$ cat src/rtl/bcd_alu_pkg.sv
package bcd_alu_pkg;
   localparam int unsigned NIB_W = 4;
   localparam logic [1:0] OPC_ADD = 2'b00;
   localparam logic [1:0] OPC_SUB = 2'b01;
   localparam logic [1:0] OPC_NEG = 2'b10;

   typedef struct packed {
      logic x;
      logic c;
      logic z;
      logic n;
      logic v;
   } bcd_flags_t;
endpackage

$ cat src/rtl/bcd_operand_mux.sv
module bcd_operand_mux #(
   parameter int unsigned W = 8
) (
   input  logic [1:0]   op,
   input  logic [W-1:0] a,
   input  logic [W-1:0] b,
   output logic [W-1:0] lhs,
   output logic [W-1:0] rhs,
   output logic         sub
);
   // negate is a subtract from zero; op[1] alone selects it
   always_comb begin
      if (op[1]) begin
         lhs = '0;
         rhs = a;
         sub = 1'b1;
      end else begin
         lhs = a;
         rhs = b;
         sub = op[0];
      end
   end
endmodule

$ cat src/rtl/bcd_digit_cell.sv
module bcd_digit_cell
   import bcd_alu_pkg::*;
(
   input  logic [NIB_W-1:0] l,
   input  logic [NIB_W-1:0] r,
   input  logic             ci,
   input  logic             sub,
   output logic [NIB_W-1:0] d,
   output logic             co
);
   logic [NIB_W:0] raw;

   always_comb begin
      if (!sub) begin
         raw = {1'b0, l} + {1'b0, r} + {{NIB_W{1'b0}}, ci};
         // binary digit sum beyond nine (incl. nibble carry) needs +6
         if (raw > 5'd9) begin
            d  = raw[NIB_W-1:0] + 4'd6;
            co = 1'b1;
         end else begin
            d  = raw[NIB_W-1:0];
            co = 1'b0;
         end
      end else begin
         raw = {1'b0, l} - {1'b0, r} - {{NIB_W{1'b0}}, ci};
         // a borrow leaves the digit 6 too high in the 16-wrap
         if (raw[NIB_W]) begin
            d  = raw[NIB_W-1:0] - 4'd6;
            co = 1'b1;
         end else begin
            d  = raw[NIB_W-1:0];
            co = 1'b0;
         end
      end
   end
endmodule

$ cat src/rtl/bcd_flag_unit.sv
module bcd_flag_unit
   import bcd_alu_pkg::*;
#(
   parameter int unsigned W = 8
) (
   input  logic [W-1:0] res,
   input  logic         carry,
   input  logic         zin,
   output bcd_flags_t   flags
);
   always_comb begin
      flags.x = carry;
      flags.c = carry;
      flags.z = zin & ~(|res);
      flags.n = 1'b0;
      flags.v = 1'b0;
   end
endmodule

$ cat src/rtl/bcd_byte_alu.sv
module bcd_byte_alu
   import bcd_alu_pkg::*;
#(
   parameter int unsigned DIGITS = 2,
   localparam int unsigned W = DIGITS * NIB_W
) (
   input  logic [1:0]   op,
   input  logic [W-1:0] a,
   input  logic [W-1:0] b,
   input  logic         xin,
   input  logic         zin,
   output logic [W-1:0] res,
   output logic         xout,
   output logic         cout,
   output logic         zout,
   output logic         nout,
   output logic         vout
);
   generate
      if (DIGITS < 1) begin : g_bad_digits
         $error("bcd_byte_alu: DIGITS must be at least 1");
      end
   endgenerate

   logic [W-1:0]  lhs, rhs;
   logic          sub;
   logic [DIGITS:0] chain;
   bcd_flags_t    fl;

   bcd_operand_mux #(.W(W)) u_mux (
      .op(op), .a(a), .b(b), .lhs(lhs), .rhs(rhs), .sub(sub)
   );

   assign chain[0] = xin;

   generate
      for (genvar g = 0; g < DIGITS; g++) begin : g_digit
         bcd_digit_cell u_cell (
            .l  (lhs[g*NIB_W +: NIB_W]),
            .r  (rhs[g*NIB_W +: NIB_W]),
            .ci (chain[g]),
            .sub(sub),
            .d  (res[g*NIB_W +: NIB_W]),
            .co (chain[g+1])
         );
      end
   endgenerate

   bcd_flag_unit #(.W(W)) u_flags (
      .res(res), .carry(chain[DIGITS]), .zin(zin), .flags(fl)
   );

   assign xout = fl.x;
   assign cout = fl.c;
   assign zout = fl.z;
   assign nout = fl.n;
   assign vout = fl.v;
endmodule

$ cat config.mk
export PLATFORM = sky130hd
export DESIGN_NAME = bcd_byte_alu
export DESIGN_NICKNAME = d
export VERILOG_FILES = /design/src/rtl/bcd_alu_pkg.sv /design/src/rtl/bcd_operand_mux.sv /design/src/rtl/bcd_digit_cell.sv /design/src/rtl/bcd_flag_unit.sv /design/src/rtl/bcd_byte_alu.sv
export SDC_FILE = /design/constraint.sdc
export NUM_CORES = 1
export LEC_CHECK = 0
export ABC_AREA = 1
export BUFFER_PORTS_ARGS = -buffer_cell sky130_fd_sc_hd__buf_4
export CAP_MARGIN = 20
export CORE_UTILIZATION = 25
export DETAILED_ROUTE_END_ITERATION = 16
export PLACE_DENSITY = 0.47
export SLEW_MARGIN = 10
export SYNTH_ARGS = -nofsm -noshare
export SYNTH_HDL_FRONTEND = slang
export SYNTH_HIERARCHICAL = 1
export SYNTH_SLANG_ARGS = --single-unit
$ cat constraint.sdc
create_clock -name vclk -period 12
set_input_delay 1.8 -clock vclk [all_inputs]
set_output_delay 1.8 -clock vclk [all_outputs]
set_load 0.01 [all_outputs]
Word-level counts from Yosys, hierarchy flattened
Cells that the tools add are included.
{"block": "totals", "register_bits": 0, "wordCells": 32}
{"block": "op_classes", "bitwise": 2, "add_sub_neg": 12, "mux": 15, "n_reduce_logical": 1, "magnitude_cmp": 2}
{"op": "$mux W4", "n": 6}
{"op": "$mux W8", "n": 2}
{"op": "$add A4 B4 Y5", "n": 2}
{"op": "$add A5 B1 Y5", "n": 2}
{"op": "$gt A5 B4 Y1 const B", "n": 2}
{"op": "$sub A4 B4 Y5", "n": 2}
{"op": "$sub A5 B1 Y5", "n": 2}
{"op": "$add A4 B3 Y4 const B", "n": 2}
{"op": "$reduce_or A8 Y1", "n": 1}
{"op": "$sub A4 B3 Y4 const B", "n": 2}
{"op": "$mux W1", "n": 7}
{"op": "$and A1 B1 Y1", "n": 1}
{"op": "$not A1 Y1", "n": 1}

Longest topological paths before layout
{"block": "depth", "ltp_word": 13, "depth_mapped": 34, "depth_no_buf": 33}

By module
The synthesis kept the hierarchy.
{"module": "bcd_digit_cell", "cells_per_inst": 110, "seq_area_each_um2": 0.0, "area_per_inst_um2": 621.8, "instances": 2}
{"module": "bcd_operand_mux", "cells_per_inst": 44, "seq_area_each_um2": 0.0, "area_per_inst_um2": 191.4, "instances": 1}
{"module": "bcd_flag_unit", "cells_per_inst": 12, "seq_area_each_um2": 0.0, "area_per_inst_um2": 65.1, "instances": 1}

Worst setup path before layout
No wires, ideal clock.
{"block": "synth_path", "path_kind": "input port to output port", "start": "in op[1]", "end": "out zout", "path_slack_ps": 4304, "path_stages": 31, "t_arrival_ps": 5896, "path_buffers": 2, "t_required_ps": 10200, "cell_sequence": "buf_6 buf_12 nor2_1 fa_1 fa_1 inv_1 nand2_1 nand2_2 ha_1 inv_1 nor2_1 a21oi_2 nand2_1 nand2_2 nand2_1 o21ai_0 fa_1 fa_1 inv_1 ha_1 inv_1 nor2_1 a21oi_2 nand2_1 nand2_2 nand3_1 nand2_1 nand2_1 nor2_1 nand3_1 nor2_1"}
{"block": "synth_between", "elab_chain_len": 13, "word_cells_on_any_way": 29}
{"element": "from (decl)", "line": "bcd_byte_alu.sv:7", "text": "input logic [1:0] op,"}
{"element": "$mux W8 (*)", "line": "bcd_operand_mux.sv:13", "text": "if (op[1]) begin"}
{"element": "named net lhs[0]", "line": "bcd_byte_alu.sv:25", "text": "logic [W-1:0] lhs, rhs;"}
{"element": "$add A4 B4 Y5", "line": "bcd_digit_cell.sv:15", "text": "raw = {1'b0, l} + {1'b0, r} + {{NIB_W{1'b0}}, ci};"}
{"element": "$add A5 B1 Y5", "line": "bcd_digit_cell.sv:15"}
{"element": "$gt A5 B4 Y1", "line": "bcd_digit_cell.sv:17", "text": "if (raw > 5'd9) begin"}
{"element": "$mux W1", "line": "bcd_digit_cell.sv:17"}
{"element": "$mux W1 (*)", "line": "bcd_digit_cell.sv:14", "text": "if (!sub) begin"}
{"element": "named net chain[1]", "line": "bcd_byte_alu.sv:27", "text": "logic [DIGITS:0] chain;"}
{"element": "$add A5 B1 Y5 or $sub A5 B1 Y5 (tied branches)", "line": "bcd_digit_cell.sv:15, bcd_digit_cell.sv:25"}
{"element": "$add A4 B3 Y4, or another cell as far along", "line": "bcd_digit_cell.sv:18", "text": "d = raw[NIB_W-1:0] + 4'd6;"}
{"element": "$mux W4 (on tied branches)", "line": "bcd_digit_cell.sv:17, bcd_digit_cell.sv:27"}
{"element": "$mux W4 (*)", "line": "bcd_digit_cell.sv:14"}
{"element": "named net res[7]", "line": "bcd_byte_alu.sv:12", "text": "output logic [W-1:0] res,"}
{"element": "$reduce_or A8 Y1 (*)", "line": "bcd_flag_unit.sv:14", "text": "flags.z = zin & ~(|res);"}
{"element": "$not A1 Y1 (*)", "line": "bcd_flag_unit.sv:14"}
{"element": "$and A1 B1 Y1 (*)", "line": "bcd_flag_unit.sv:14"}
{"element": "to (decl)", "line": "bcd_byte_alu.sv:15", "text": "output logic zout,"}
The timed path passes the listed nets; every way through them passes the cells marked *.

Final worst setup path
{"block": "layout_path", "start": "in op[1]", "end": "out zout"}
{"block": "layout_between", "elab_chain_len": 13, "word_cells_on_any_way": 29}
{"element": "$mux W8 (*)", "line": "bcd_operand_mux.sv:13"}
{"element": "named net rhs[0]", "line": "bcd_byte_alu.sv:25"}
{"element": "$add A4 B4 Y5", "line": "bcd_digit_cell.sv:15"}
{"element": "$add A5 B1 Y5", "line": "bcd_digit_cell.sv:15"}
{"element": "$gt A5 B4 Y1", "line": "bcd_digit_cell.sv:17"}
{"element": "$mux W1", "line": "bcd_digit_cell.sv:17"}
{"element": "$mux W1 (*)", "line": "bcd_digit_cell.sv:14"}
{"element": "named net chain[1]", "line": "bcd_byte_alu.sv:27"}
{"element": "$add A5 B1 Y5 or $sub A5 B1 Y5 (tied branches)", "line": "bcd_digit_cell.sv:15, bcd_digit_cell.sv:25"}
{"element": "$add A4 B3 Y4, or another cell as far along", "line": "bcd_digit_cell.sv:18"}
{"element": "$mux W4 (on tied branches)", "line": "bcd_digit_cell.sv:17, bcd_digit_cell.sv:27"}
{"element": "$mux W4 (*)", "line": "bcd_digit_cell.sv:14"}
{"element": "$reduce_or A8 Y1 (*)", "line": "bcd_flag_unit.sv:14"}
{"element": "$not A1 Y1 (*)", "line": "bcd_flag_unit.sv:14"}
{"element": "$and A1 B1 Y1 (*)", "line": "bcd_flag_unit.sv:14"}
Marks and branches as above.

==> out/metrics.yaml <==
cts-resized-gates: 0
pwr-share-comb_pct: 100.0
critPathLaunchType: "primary input"
hold_viol: 0
cp.arrival_ns: 6.30
core_area_mm2: 0.005642
drtAntennaViolNets: 0
slew_headroom_pct: 56.64
syn_area_per_cell_um2: 5.435
fin_cells: 374
start_util_pct: 26.59
slowest_delay_ns: 0.55
pre_cts_ws_ns: 3.885
cap_violations: 0
worst-setup-path-type: "primary input to output pin"
dpl_cell_area_mm2: 0.001765
syn_area_mm2: 0.001500
fin_hold_ws_ns: 3.981
sequentialPowerShare_pct: 0
outcome: "complete, no violations"
rows: 27
p_leak_nw: 1.097
slew_violations: 0
clkbuf_count: 0
post-route-util_pct: 31.29
io_buffers: 31
worst_pin_slew_ns: 0.6480
drt_iter0_drc: 66
rsz0062_at_grt: "false"
postLayoutCellArea_mm2: 0.001765
dp_hpwl_um: 3097
wl_um: 3372
p_total_mw: 0.1502
yosysWarnings: 6
power_switching_mw: 0.08778
cp-end-kind: "output pin"
clock_power_share_pct: 0
grt_use_total_pct: 11.63
setup_tns_ns: 0
post-route-min-period_ns: 8.099
drt-pass1-iter-count: 4
grt_pass1_vias: 1413
io_pins: 33
nets: 354
gp_congestion: 0.8237
path_max_fanout: 18
seq_area_um2: 0
syn_to_final_growth_pct: 17.68
ir_drop_mv: 0.03205
worst_slack_ns: 3.901
path_depth: 33
seq_cell_count: 0
drc_errors: 0
path_buf_inv: 7
avgRoutedWirePerCell_um: 9.016
internal-power_mw: 0.06246
cpMostUsedCell: "nand2_1"
hold_depth: 4
cpMaxStageDelayCell: "fa_1"
die_h_um: 79.47
period_share_pct: 67.49
dp_cells: 374
required_ns: 10.20
antennaDiodeCount: 0
hold_path_class: "primary input to output pin"
via_count: 1568
viasPerCell: 4.193
cts_hold_buf: 0
syn_inst: 276
die_w_um: 79.47
dieArea_mm2: 0.006315
grt_overflow: 0
power_density_mw_per_mm2: 85.10
yosysSeqAreaShare_pct: 0
setup_viol: 0
critPathTopFamily: "adder cells"
grt_pass1_wl_um: 6058
synth.distinct_cells: 20
fmax_mhz: 123.5
grt_max_degree: 19
cts_setup_buffers: 0
antenna_found_initial: 0
power.switching_fraction_pct: 58.43
final_layout_size_suffix_gt1_share_pct: 13.91
## cells in the mapped netlist, types with 2 or more instances
cell      number  area (um2)
a21oi_1        4       20.02
xnor2_1        2       17.52
nor2_1        20       75.07
inv_1         57       214.0
nand2_1      108       405.4
or2_1          3       18.77
o21bai_1       2       15.01
ha_1          22       275.3
buf_4          4       30.03
nand3_1       23       115.1
nor3_1         2       10.01
o21ai_0        6       30.03
nand2_2        8       50.05
a21oi_2        2       17.52
fa_1           8       160.2
## cells in the final DEF (no fill, tap or decap)
cell,instances
a21oi_1,4
a21oi_2,2
buf_4,31
conb_1,2
fa_1,8
ha_1,22
inv_1,57
inv_2,1
nand2_1,108
nand2_2,8
nand3_1,23
nand3b_1,1
nor2_1,20
nor3_1,2
o21ai_0,6
o21bai_1,2
or2_1,3
xnor2_1,2
## logic make-up after synthesis
kind of cell,Yosys count,synth area share [%]
and+or+nand+nor,165,45.45
xor gates and xnor gates,2,1.168
adders and majority gates,30,29.02
buffers and inverters,64,18.60
AOI/OAI and AO/OA,14,5.505
other,1,0.2500
## metal layers
metal	vias up	routed length [um]	share of wire (%)	global-route usage [%]
li1	870	-	-	-
met1	656	1848	55	17.39
met2	42	1380	41	19.32
met3	0	143	4.2	0.4571
met4	0	0	0	0
met5	-	0	0	0
## worst paths after layout
path / from / to / slack (ns)
worst max-delay path: op[1] / zout / 3.90
worst min-delay path: zin / zout / 3.98
## power groups by stage
| stage | sequential, mW | combinational (mW) | clock, mW |
|---|---|---|---|
| finish | 0 | 0.150 | 0 |
| global placement | 0 | 0.152 | 0 |
| CTS | 0 | 0.152 | 0 |
| detailed placement | 0 | 0.152 | 0 |
| global route | 0 | 0.175 | 0 |
| floorplan | 0 | 0.110 | 0 |
## final cells by class
class / count / area, um2
Fill cell: 647 / 3876
Inverter: 58 / 217.7
Multi-Input combinational cell: 213 / 1225
Tap cell: 72 / 90.09
Timing Repair Buffer: 31 / 232.7
Note: power is estimated with default switching activity, not from simulation.
